<file path="src/rtl/esc_pkg.sv">
package esc_pkg;
  typedef enum logic [2:0] {
    ST_IDLE,
    ST_MEAS,
    ST_STEP,
    ST_LOCK,
    ST_FAIL
  } ctl_state_t;

  typedef enum logic [1:0] {
    PH_FIND,
    PH_CROSS,
    PH_BACK
  } search_phase_t;
endpackage

</file>
<file path="src/rtl/esc_word_judge.sv">
module esc_word_judge #(
  parameter int W            = 8,
  parameter int SETTLE_WORDS = 8,
  parameter int OBS_WORDS    = 32
) (
  input  logic         clk,
  input  logic         rst,
  input  logic         go,
  input  logic         valid,
  input  logic [W-1:0] word,
  output logic         done,
  output logic         unsteady
);
  localparam int SC_W = $clog2(SETTLE_WORDS + 1);
  localparam int OC_W = $clog2(OBS_WORDS + 1);

  logic [W-1:0] pat_a;
  logic [W-1:0] pat_b;
  for (genvar i = 0; i < W; i++) begin : g_pat
    assign pat_a[i] = (i % 2 == 0);
  end
  assign pat_b = ~pat_a;

  typedef enum logic [1:0] {J_IDLE, J_SETTLE, J_OBS} judge_st_t;
  judge_st_t    jst;
  logic [SC_W-1:0] s_cnt;
  logic [OC_W-1:0] o_cnt;
  logic [W-1:0] prev;
  logic         bad_acc;
  logic         w_bad;

  always_comb begin
    w_bad = !((word == pat_a) || (word == pat_b));
    if ((o_cnt != '0) && (word != prev)) w_bad = 1'b1;
  end

  always_ff @(posedge clk) begin
    if (rst) begin
      jst      <= J_IDLE;
      s_cnt    <= '0;
      o_cnt    <= '0;
      prev     <= '0;
      bad_acc  <= 1'b0;
      done     <= 1'b0;
      unsteady <= 1'b0;
    end else begin
      done <= 1'b0;
      if (go) begin
        jst     <= J_SETTLE;
        s_cnt   <= '0;
        o_cnt   <= '0;
        bad_acc <= 1'b0;
      end else if (valid) begin
        case (jst)
          J_SETTLE: begin
            if (s_cnt == SC_W'(SETTLE_WORDS - 1)) jst <= J_OBS;
            s_cnt <= s_cnt + 1'b1;
          end
          J_OBS: begin
            prev  <= word;
            o_cnt <= o_cnt + 1'b1;
            if (o_cnt == OC_W'(OBS_WORDS - 1)) begin
              jst      <= J_IDLE;
              done     <= 1'b1;
              unsteady <= bad_acc | w_bad;
            end else begin
              bad_acc <= bad_acc | w_bad;
            end
          end
          default: ;
        endcase
      end
    end
  end

  AST_JUDGE_PULSE: assert property (@(posedge clk) disable iff (rst)
    done |=> !done);
endmodule

</file>
<file path="src/rtl/esc_phase_stepper.sv">
module esc_phase_stepper #(
  parameter int PW = 17
) (
  input  logic                 clk,
  input  logic                 rst,
  input  logic                 clear,
  input  logic                 req,
  input  logic                 fwd,
  input  logic                 dir_inv,
  output logic                 ps_en,
  output logic                 ps_dir,
  input  logic                 ps_done,
  output logic                 step_done,
  output logic signed [PW-1:0] pos
);
  logic pending;
  logic fwd_r;

  always_ff @(posedge clk) begin
    if (rst) begin
      ps_en     <= 1'b0;
      ps_dir    <= 1'b0;
      pending   <= 1'b0;
      fwd_r     <= 1'b0;
      step_done <= 1'b0;
      pos       <= '0;
    end else begin
      ps_en     <= 1'b0;
      step_done <= 1'b0;
      if (clear) pos <= '0;
      if (req && !pending) begin
        ps_en   <= 1'b1;
        ps_dir  <= fwd ^ dir_inv;
        fwd_r   <= fwd;
        pending <= 1'b1;
      end else if (pending && ps_done) begin
        pending   <= 1'b0;
        step_done <= 1'b1;
        pos       <= fwd_r ? pos + PW'(1) : pos - PW'(1);
      end
    end
  end

  AST_EN_PULSE: assert property (@(posedge clk) disable iff (rst)
    ps_en |=> !ps_en);
  AST_NO_REQ_PENDING: assert property (@(posedge clk) disable iff (rst)
    pending |-> !req);
endmodule

</file>
<file path="src/rtl/esc_edge_search.sv">
module esc_edge_search #(
  parameter int W             = 8,
  parameter int SETTLE_WORDS  = 8,
  parameter int OBS_WORDS     = 32,
  parameter int SW            = 16,
  parameter int DEF_MAX_STEPS = 1120
) (
  input  logic                 clk,
  input  logic                 rst,
  input  logic                 start,
  input  logic                 invert_dir,
  input  logic [SW-1:0]        max_steps,
  input  logic                 cap_valid,
  input  logic [W-1:0]         cap_word,
  input  logic                 ps_done,
  output logic                 ps_en,
  output logic                 ps_dir,
  output logic                 busy,
  output logic                 aligned,
  output logic                 search_err,
  output logic signed [SW:0]   phase_pos
);
  import esc_pkg::*;
  localparam int PW = SW + 1;

  ctl_state_t    st;
  search_phase_t ph;
  logic [SW-1:0] steps;
  logic [SW-1:0] width;
  logic [SW-1:0] back_left;
  logic [SW-1:0] limit;
  logic          judge_go;
  logic          step_req;
  logic          step_fwd;
  logic          clr;
  logic          j_done;
  logic          j_unsteady;
  logic          s_done;
  logic          dir_inv_r;

  assign clr = start && !busy;

  esc_word_judge #(.W(W), .SETTLE_WORDS(SETTLE_WORDS), .OBS_WORDS(OBS_WORDS)) u_judge (
    .clk(clk), .rst(rst), .go(judge_go), .valid(cap_valid), .word(cap_word),
    .done(j_done), .unsteady(j_unsteady)
  );

  esc_phase_stepper #(.PW(PW)) u_step (
    .clk(clk), .rst(rst), .clear(clr), .req(step_req), .fwd(step_fwd),
    .dir_inv(dir_inv_r), .ps_en(ps_en), .ps_dir(ps_dir), .ps_done(ps_done),
    .step_done(s_done), .pos(phase_pos)
  );

  always_ff @(posedge clk) begin
    if (rst) begin
      st         <= ST_IDLE;
      ph         <= PH_FIND;
      steps      <= '0;
      width      <= '0;
      back_left  <= '0;
      limit      <= SW'(DEF_MAX_STEPS);
      judge_go   <= 1'b0;
      step_req   <= 1'b0;
      step_fwd   <= 1'b0;
      busy       <= 1'b0;
      aligned    <= 1'b0;
      search_err <= 1'b0;
      dir_inv_r  <= 1'b0;
    end else begin
      judge_go <= 1'b0;
      step_req <= 1'b0;
      case (st)
        ST_MEAS: begin
          if (j_done) begin
            if (ph == PH_CROSS && !j_unsteady) begin
              ph        <= PH_BACK;
              back_left <= (width >> 1) + {{(SW-1){1'b0}}, width[0]};
              step_req  <= 1'b1;
              step_fwd  <= 1'b0;
              st        <= ST_STEP;
            end else if (steps >= limit) begin
              st         <= ST_FAIL;
              search_err <= 1'b1;
              busy       <= 1'b0;
            end else begin
              if (j_unsteady) begin
                ph    <= PH_CROSS;
                width <= width + 1'b1;
              end
              steps    <= steps + 1'b1;
              step_req <= 1'b1;
              step_fwd <= 1'b1;
              st       <= ST_STEP;
            end
          end
        end
        ST_STEP: begin
          if (s_done) begin
            if (ph == PH_BACK) begin
              if (back_left == SW'(1)) begin
                st      <= ST_LOCK;
                aligned <= 1'b1;
                busy    <= 1'b0;
              end else begin
                back_left <= back_left - 1'b1;
                step_req  <= 1'b1;
                step_fwd  <= 1'b0;
              end
            end else begin
              judge_go <= 1'b1;
              st       <= ST_MEAS;
            end
          end
        end
        default: begin
          if (clr) begin
            st         <= ST_MEAS;
            ph         <= PH_FIND;
            steps      <= '0;
            width      <= '0;
            limit      <= (max_steps == '0) ? SW'(DEF_MAX_STEPS) : max_steps;
            dir_inv_r  <= invert_dir;
            judge_go   <= 1'b1;
            busy       <= 1'b1;
            aligned    <= 1'b0;
            search_err <= 1'b0;
          end
        end
      endcase
    end
  end

  AST_STATUS_EXCL: assert property (@(posedge clk) disable iff (rst)
    !(aligned && search_err));
  AST_BUSY_CLEAN: assert property (@(posedge clk) disable iff (rst)
    busy |-> (!aligned && !search_err));
  AST_STEP_LIMIT: assert property (@(posedge clk) disable iff (rst)
    busy |-> (steps <= limit));
  AST_LOCK_AFTER_STEP: assert property (@(posedge clk) disable iff (rst)
    $rose(aligned) |-> $past(s_done));
endmodule

</file>
<file path="config.mk">
export PLATFORM = sky130hd
export DESIGN_NAME = esc_edge_search
export DESIGN_NICKNAME = d
export VERILOG_FILES = /design/src/rtl/esc_pkg.sv /design/src/rtl/esc_word_judge.sv /design/src/rtl/esc_phase_stepper.sv /design/src/rtl/esc_edge_search.sv
export SDC_FILE = /design/constraint.sdc
export NUM_CORES = 1
export LEC_CHECK = 0
export ABC_AREA = 1
export BUFFER_PORTS_ARGS = -buffer_cell sky130_fd_sc_hd__buf_4
export CAP_MARGIN = 20
export CORE_ASPECT_RATIO = 1.2
export CORE_MARGIN = 1
export CORE_UTILIZATION = 66
export CTS_CLUSTER_SIZE = 40
export DETAILED_ROUTE_END_ITERATION = 10
export GPL_ROUTABILITY_DRIVEN = 0
export PLACE_DENSITY = 0.86
export SYNTH_ARGS = -nofsm -noshare
export SYNTH_HDL_FRONTEND = slang
export SYNTH_SLANG_ARGS = --single-unit
</file>
<file path="constraint.sdc">
create_clock -name clk -period 5.4 [get_ports clk]
set_input_delay 1.08 -clock clk [delete_from_list [all_inputs] [get_ports clk]]
set_output_delay 1.08 -clock clk [all_outputs]
set_load 0.01 [all_outputs]
</file>
# Word level (Yosys, flattened, before mapping)

Cells that the tools add are included.

Flip-flop bits (word level): 121
Input bits: 30
Word-level logic and storage cells: 196

Add/sub/neg operators: 8
$lt $le $gt $ge: 1
Eq/ne operators: 29
Mux-type cells: 81
Bitwise gates (word level): 9
Reductions and logical operators: 41

Operators with widths:

| kind                    | count |
|---|---|
| $mux W16                | 14 |
| $pmux W16 S2            | 3 |
| $mux W17                | 4 |
| $mux W1                 | 37 |
| $add A16 B1 Y16 const B | 2 |
| $mux W3                 | 7 |
| $reduce_and A5 Y1       | 4 |
| $reduce_and A6 Y1       | 3 |
| $add A17 B2 Y17 const B | 1 |
| $sub A17 B2 Y17 const B | 1 |
| $add A15 B1 Y16         | 1 |
| $eq A16 B1 Y1 const B   | 1 |
| $ge A16 B16 Y1          | 1 |
| $logic_not A16 Y1       | 1 |
| $reduce_and A4 Y1       | 4 |
| $sub A16 B1 Y16 const B | 1 |
| $mux W2                 | 7 |
| $ne A2 B2 Y1 const B    | 7 |
| $pmux W1 S2             | 6 |
| $reduce_bool A2 Y1      | 6 |
| $ne A2 B1 Y1 const B    | 5 |
| $ne A3 B2 Y1 const B    | 3 |
| $eq A8 B7 Y1 const B    | 1 |
| $eq A8 B8 Y1 const B    | 1 |
| other kinds (25)        | 48 |

# Depth between registers and ports, before layout

Depth after elaboration: 6
Mapped depth: 17

# Modules after synthesis

Synthesis repeated with hierarchy kept, for this count alone.

Cells, all modules: 1231
Area, all modules: 7960.1 um^2

By module, submodules not included:

| module            | instances | cells each | area an instance (um^2) | sequential area each (um^2) |
|---|---|---|---|---|
| esc_edge_search   | 1         | 752        | 4863.4                  | 1521.5 |
| esc_phase_stepper | 1         | 314        | 1890.6                  | 440.4 |
| esc_word_judge    | 1         | 165        | 1206.2                  | 460.4 |

# Least setup slack after synthesis

Ideal clock, no wire load.

Kind: in2reg
Start: input port start
End: register limit[11]
Arrival: 2231 ps
Data required time: 5326 ps
Path slack: 3094 ps
Stages on the path: 10
Path through: inv_1 -> nor2_1 -> clkinv_1 -> nor2_1 -> inv_1 -> nor2_1 -> nand2_1 -> inv_2 -> nand2_1 -> o21ai_0

Word-level cells in the longest chain between the ends: 2

RTL lines:

| item                               | line                   | source |
|---|---|---|
| start: declaration                 | esc_edge_search.sv:10  | `input logic start,` |
| $logic_and A1 B1 Y1                | esc_edge_search.sv:41  | `assign clr = start && !busy;` |
| $reduce_and A2 Y1 (no source line) | -                      |  |
| end signal: assignment             | esc_edge_search.sv:61  | `limit <= SW'(DEF_MAX_STEPS);` |
| end signal: assignment             | esc_edge_search.sv:121 | `limit <= (max_steps == '0) ? SW'(DEF_MAX_STEPS) : max_steps;` |
| end: declaration                   | esc_edge_search.sv:31  | `logic [SW-1:0] limit;` |

No other way between the ends.
A chain may end at the register's enable or synchronous reset.

# Final worst setup path

Start: register st[0]
End: register steps[14]

Word-level cells in the longest chain between the ends: 3

RTL lines:

| item                                                  | line                  | source |
|---|---|---|
| start: declaration                                    | esc_edge_search.sv:26 | `ctl_state_t st;` |
| start signal: assignment                              | esc_edge_search.sv:56 | `st <= ST_IDLE;` |
| start signal: assignment                              | esc_edge_search.sv:80 | `st <= ST_STEP;` |
| start signal: assignment                              | esc_edge_search.sv:82 | `st <= ST_FAIL;` |
| $eq A3 B1 Y1 / $eq A3 B2 Y1 (equally long branches)   | esc_edge_search.sv:72 | `case (st)` |
| $ne A2 B2 Y1 (no source line) (tied with other cells) | -                     |  |
| $reduce_and A5 Y1 (no source line)                    | -                     |  |
| end signal: assignment                                | esc_edge_search.sv:90 | `steps <= steps + 1'b1;` |
| end: declaration                                      | esc_edge_search.sv:28 | `logic [SW-1:0] steps;` |

Parallel ways exist; a longest one is shown, timed or not.

==> Implementation_results.wiki <==
{| class="wikitable"
! Metric !! Value
|-
| Total clock sinks || 121
|-
| Post-Synth XOR/XNOR Area || between 4 and 5%
|-
| Ports || 52
|-
| Post-synthesis area per instance || roughly 6.5 sq um
|-
| Starting utilization of the core area || 68.8%
|-
| Area of the placeable core || 0.0107 sq mm
|-
| Category of the critical setup timing path || flip-flop to flip-flop
|-
| Number of vias in the routed layout || 7458
|-
| Data required, critical path || 5.67 ns
|-
| Minimum period implied by the final worst setup slack || 3.45 ns
|-
| Number of maximum-capacitance violations || 0
|-
| Setup TNS || 0 ns
|-
| #FFs+latches synth || 121
|-
| Synth unique cells || 40
|-
| Run status || complete, but fails checks
|-
| DRC || 5
|-
| Unrepaired setup endpoints after global routing || no
|-
| Cell taking the most area after synthesis || sky130_fd_sc_hd__dfxtp_1
|-
| Top cell type's share of synthesized area || 32.8%
|-
| Share of synthesized cell area in full adder, half adder and majority cells || slightly above 7%
|-
| Clock buffer depth || 2
|-
| Post-CTS setup-driven buffer insertion count || 0
|-
| Layout Area Growth over Synthesis || 14.0%
|-
| Count of flip-flops with a built-in enable after synthesis || 0
|-
| Kind of capture point of the worst setup path || flip-flop
|-
| Number of I/O port buffers || about 50
|-
| Chip Height || 118 um
|-
| Delay contributed by the slowest stage of the critical path || 0.72 ns
|-
| Detailed Routing Iterations Pass 1 || 8
|-
| CTS clk-pin slew, worst paths || 0.05 ns
|-
| Share of cells above drive strength 1 || 7.65%
|-
| Number of max-slew violations in the final report || 0
|-
| CP Max Fanout || 34
|-
| Leak || approximately 3.6 nW
|-
| CTS tree || done
|-
| Internal Power || 2.36 mW
|-
| Clock buffer count from CTS || 17
|-
| Smallest hold slack || 0.460 ns
|-
| Filler cell count || 823
|-
| Via count of the first global-routing pass || 6987
|-
| Count of final hold-check violations || 0
|-
| Power dissipated by switching net loads || 1.53 mW
|-
| Most common cell in the synthesized netlist || sky130_fd_sc_hd__nand2_1
|-
| Aggregate global routing overflow || 0
|-
| Clock latency reported for the late side of the worst-skew pair || 0.42 ns
|-
| Slew at the pin closest to its max-slew limit || 0.930 ns
|-
| CTS root buf || sky130_fd_sc_hd__clkbuf_16
|-
| Pin count of the biggest net entering global routing || 57
|-
| Sequential area share after synthesis || between 30% and 40%
|-
| Cell types with the highest counts after synthesis || sky130_fd_sc_hd__nand2_1 (272), sky130_fd_sc_hd__nor2_1 (149), sky130_fd_sc_hd__dfxtp_1 (121)
|-
| Portion of netlist area occupied by mux cells || 0.136%
|-
| Area fraction in and, or, nand and nor cells after synthesis || 32.2%
|-
| Share of power burned in the clock network || between 30% and 40%
|-
| Flop pwr share || 29.2%
|-
| Most instantiated flip-flop cell in the synthesis netlist || sky130_fd_sc_hd__dfxtp_1
|-
| Critical Path Start Type || flip-flop
|-
| Synthesis warning total || 0
|-
| Dominant combinational cell family by area after synthesis || simple AND/OR/NAND/NOR gates
|-
| First-pass GRT wire length || 30800 um
|-
| Max VDD drop || 0.000268 V
|-
| WP data arrival || 3.72 ns
|-
| Critical path buffers and inverters || 1
|-
| Remaining antenna violation count after routing || 0
|-
| Vias per cell || about 5.7
|-
| Routed wire length per instance || 13.7 um
|-
| Final count of negative-setup-slack endpoints || 0
|-
| Detailed placer's ending HPWL || 11800 um
|-
| Synth Net Count || 1201
|-
| Async set-reset flop share out of synthesis || 0%
|-
| Number of placement rows || 41
|-
| Post-synthesis instance area || 0.00738 sq mm
|-
| Number of antenna cells inserted || 0
|-
| Final period util || 63.9%
|-
| Violations in the final reports || design-rule violations
|-
| Cells after synthesis || 1129
|-
| Total length of routed wires || about 18000 um
|-
| Critical Path Slowest Stage Cell || sky130_fd_sc_hd__a21oi_4
|-
| Dominant cells by area after synthesis || sky130_fd_sc_hd__dfxtp_1 (33%), sky130_fd_sc_hd__nand2_1 (14%), sky130_fd_sc_hd__nor2_1 (7.6%), sky130_fd_sc_hd__a21oi_1 (7.1%), sky130_fd_sc_hd__ha_1 (7.0%)
|-
| CTS H-tree depth || 4
|-
| Number of cells upsized or downsized after cts || 0
|-
| Worst-case clock skew || 0.00899 ns
|-
| Switching fraction of total power || between 30 and 40%
|-
| DRC marker count from the first detailed-route iteration || 481
|-
| Logic pwr share || 39.8%
|-
| Critical Path Most Common Cell || sky130_fd_sc_hd__nand2_1
|-
| Pwr Density || 463 mW/mm^2
|-
| Post-placement worst setup slack || ~2 ns
|-
| Nets || 1238
|-
| Max-slew headroom || 37.9%
|-
| Total GRT Usage || 32.3%
|-
| Antenna violations before repair || 0
|-
| Hold-fix buffer count after cts || 0
|-
| Dominant delay contributor by cell family on the critical path || simple AND/OR/NAND/NOR gates
|-
| X dimension of the die || 98.5 um
|-
| Slack of the critical path || 1.95 ns
|-
| Die area || 0.0116 sq mm
|-
| Highest Clock Rate || 0.290 GHz
|-
| Share of the synthesized area in compound gates (AO/OA/AOI/OAI) || between 10 and 15%
|-
| CP cell instances || nand3_2, inv_2, nor2_1, nor2_1, nand2_1, a21oi_4, nand2_1, nand2_1, a21oi_1
|-
| Class of the tightest hold or removal check || flip-flop to flip-flop
|}
==> registers in the layout, indices dropped and copies added, names as in the netlist, 2 cells and up <==
register,cells
back_left,16
u_step.pos,17
u_judge.prev,8
ph,2
limit,16
st,3
u_judge.s_cnt,4
width,16
u_judge.jst,2
u_judge.o_cnt,6
steps,16
==> kinds of logic after synthesis <==
family | Yosys count
flops | 121
fa+ha+maj | 42
compound gates | 206
simple gates | 563
buf+inv | 157
xor+xnor | 39
mux | 1
==> routing by layer <==
layer | part of all wire, % | GRT usage (%)
met4 | 1.7 | 12.6
met1 | 43 | 39.3
met2 | 49 | 55.9
met5 | 0 | 0
met3 | 5.9 | 6.06
==> stage by stage <==
stage	std cells	util (%)	cell area [sq um]	total power, mW
after floorplan	1129	-	7380	2.36
after global placement	1276	72.6	7780	2.62
after detailed placement	1276	72.6	7780	2.65
after CTS	1306	78.5	8410	3.88
after global routing	1306	78.5	8410	4.16
final	1306	78.5	8410	3.89
==> power groups by stage <==
stage / clock, mW / sequential [mW] / combinational, mW
3_5_place_dp: 0 / 1.15 / 1.51
2_1_floorplan: 0 / 1.13 / 1.23
3_3_place_gp: 0 / 1.15 / 1.48
4_1_cts: 1.21 / 1.13 / 1.53
6_report: 1.21 / 1.14 / 1.55
5_1_grt: 1.25 / 1.15 / 1.76
==> cell usage in the layout, fill, tap and decap left out, types with 4 or more instances in the layout <==
| master | n |
|---|---|
| sky130_fd_sc_hd__nand4_1 | 36 |
| sky130_fd_sc_hd__nand3_1 | 76 |
| sky130_fd_sc_hd__xor2_1 | 24 |
| sky130_fd_sc_hd__buf_4 | 53 |
| sky130_fd_sc_hd__inv_1 | 118 |
| sky130_fd_sc_hd__clkbuf_16 | 17 |
| sky130_fd_sc_hd__o21ai_0 | 82 |
| sky130_fd_sc_hd__xnor2_1 | 15 |
| sky130_fd_sc_hd__nor4_1 | 5 |
| sky130_fd_sc_hd__nor2_1 | 149 |
| sky130_fd_sc_hd__ha_1 | 41 |
| sky130_fd_sc_hd__nand2_1 | 272 |
| sky130_fd_sc_hd__a21oi_1 | 105 |
| sky130_fd_sc_hd__bufinv_16 | 4 |
| sky130_fd_sc_hd__clkbuf_8 | 4 |
| sky130_fd_sc_hd__dfxtp_1 | 121 |
| sky130_fd_sc_hd__o21bai_1 | 4 |
| sky130_fd_sc_hd__nor3_1 | 15 |
==> final cells by class <==
cell class	instances	area (sq um)	area share (%)
Inverter	122	458	5.44
Tap cell	129	161	1.92
Clock inverter	7	140	1.67
Multi-Input combinational cell	851	4340	51.6
Clock buffer	23	488	5.80
Timing Repair Buffer	53	398	4.73
Sequential cell	121	2420	28.8
==> worst paths after layout <==
check / cells after the start / startpoint / slack (ns) / to
setup reg to reg: 9 / st[0] / 1.95 / steps[14]
setup / recovery: 9 / st[0] / 1.95 / steps[14]
hold / removal: 2 / limit[5] / 0.46 / limit[5]
hold reg to reg: 2 / limit[5] / 0.46 / limit[5]
==> tightest hold or removal path, delay by kind of cell (launching register included) <==
family,cells,cell delay [ns]
flip-flops,1,0.29
AO/OA/AOI/OAI,1,0.06
buffers and inverters,1,0.06
Note: power is estimated with default switching activity, not from simulation.
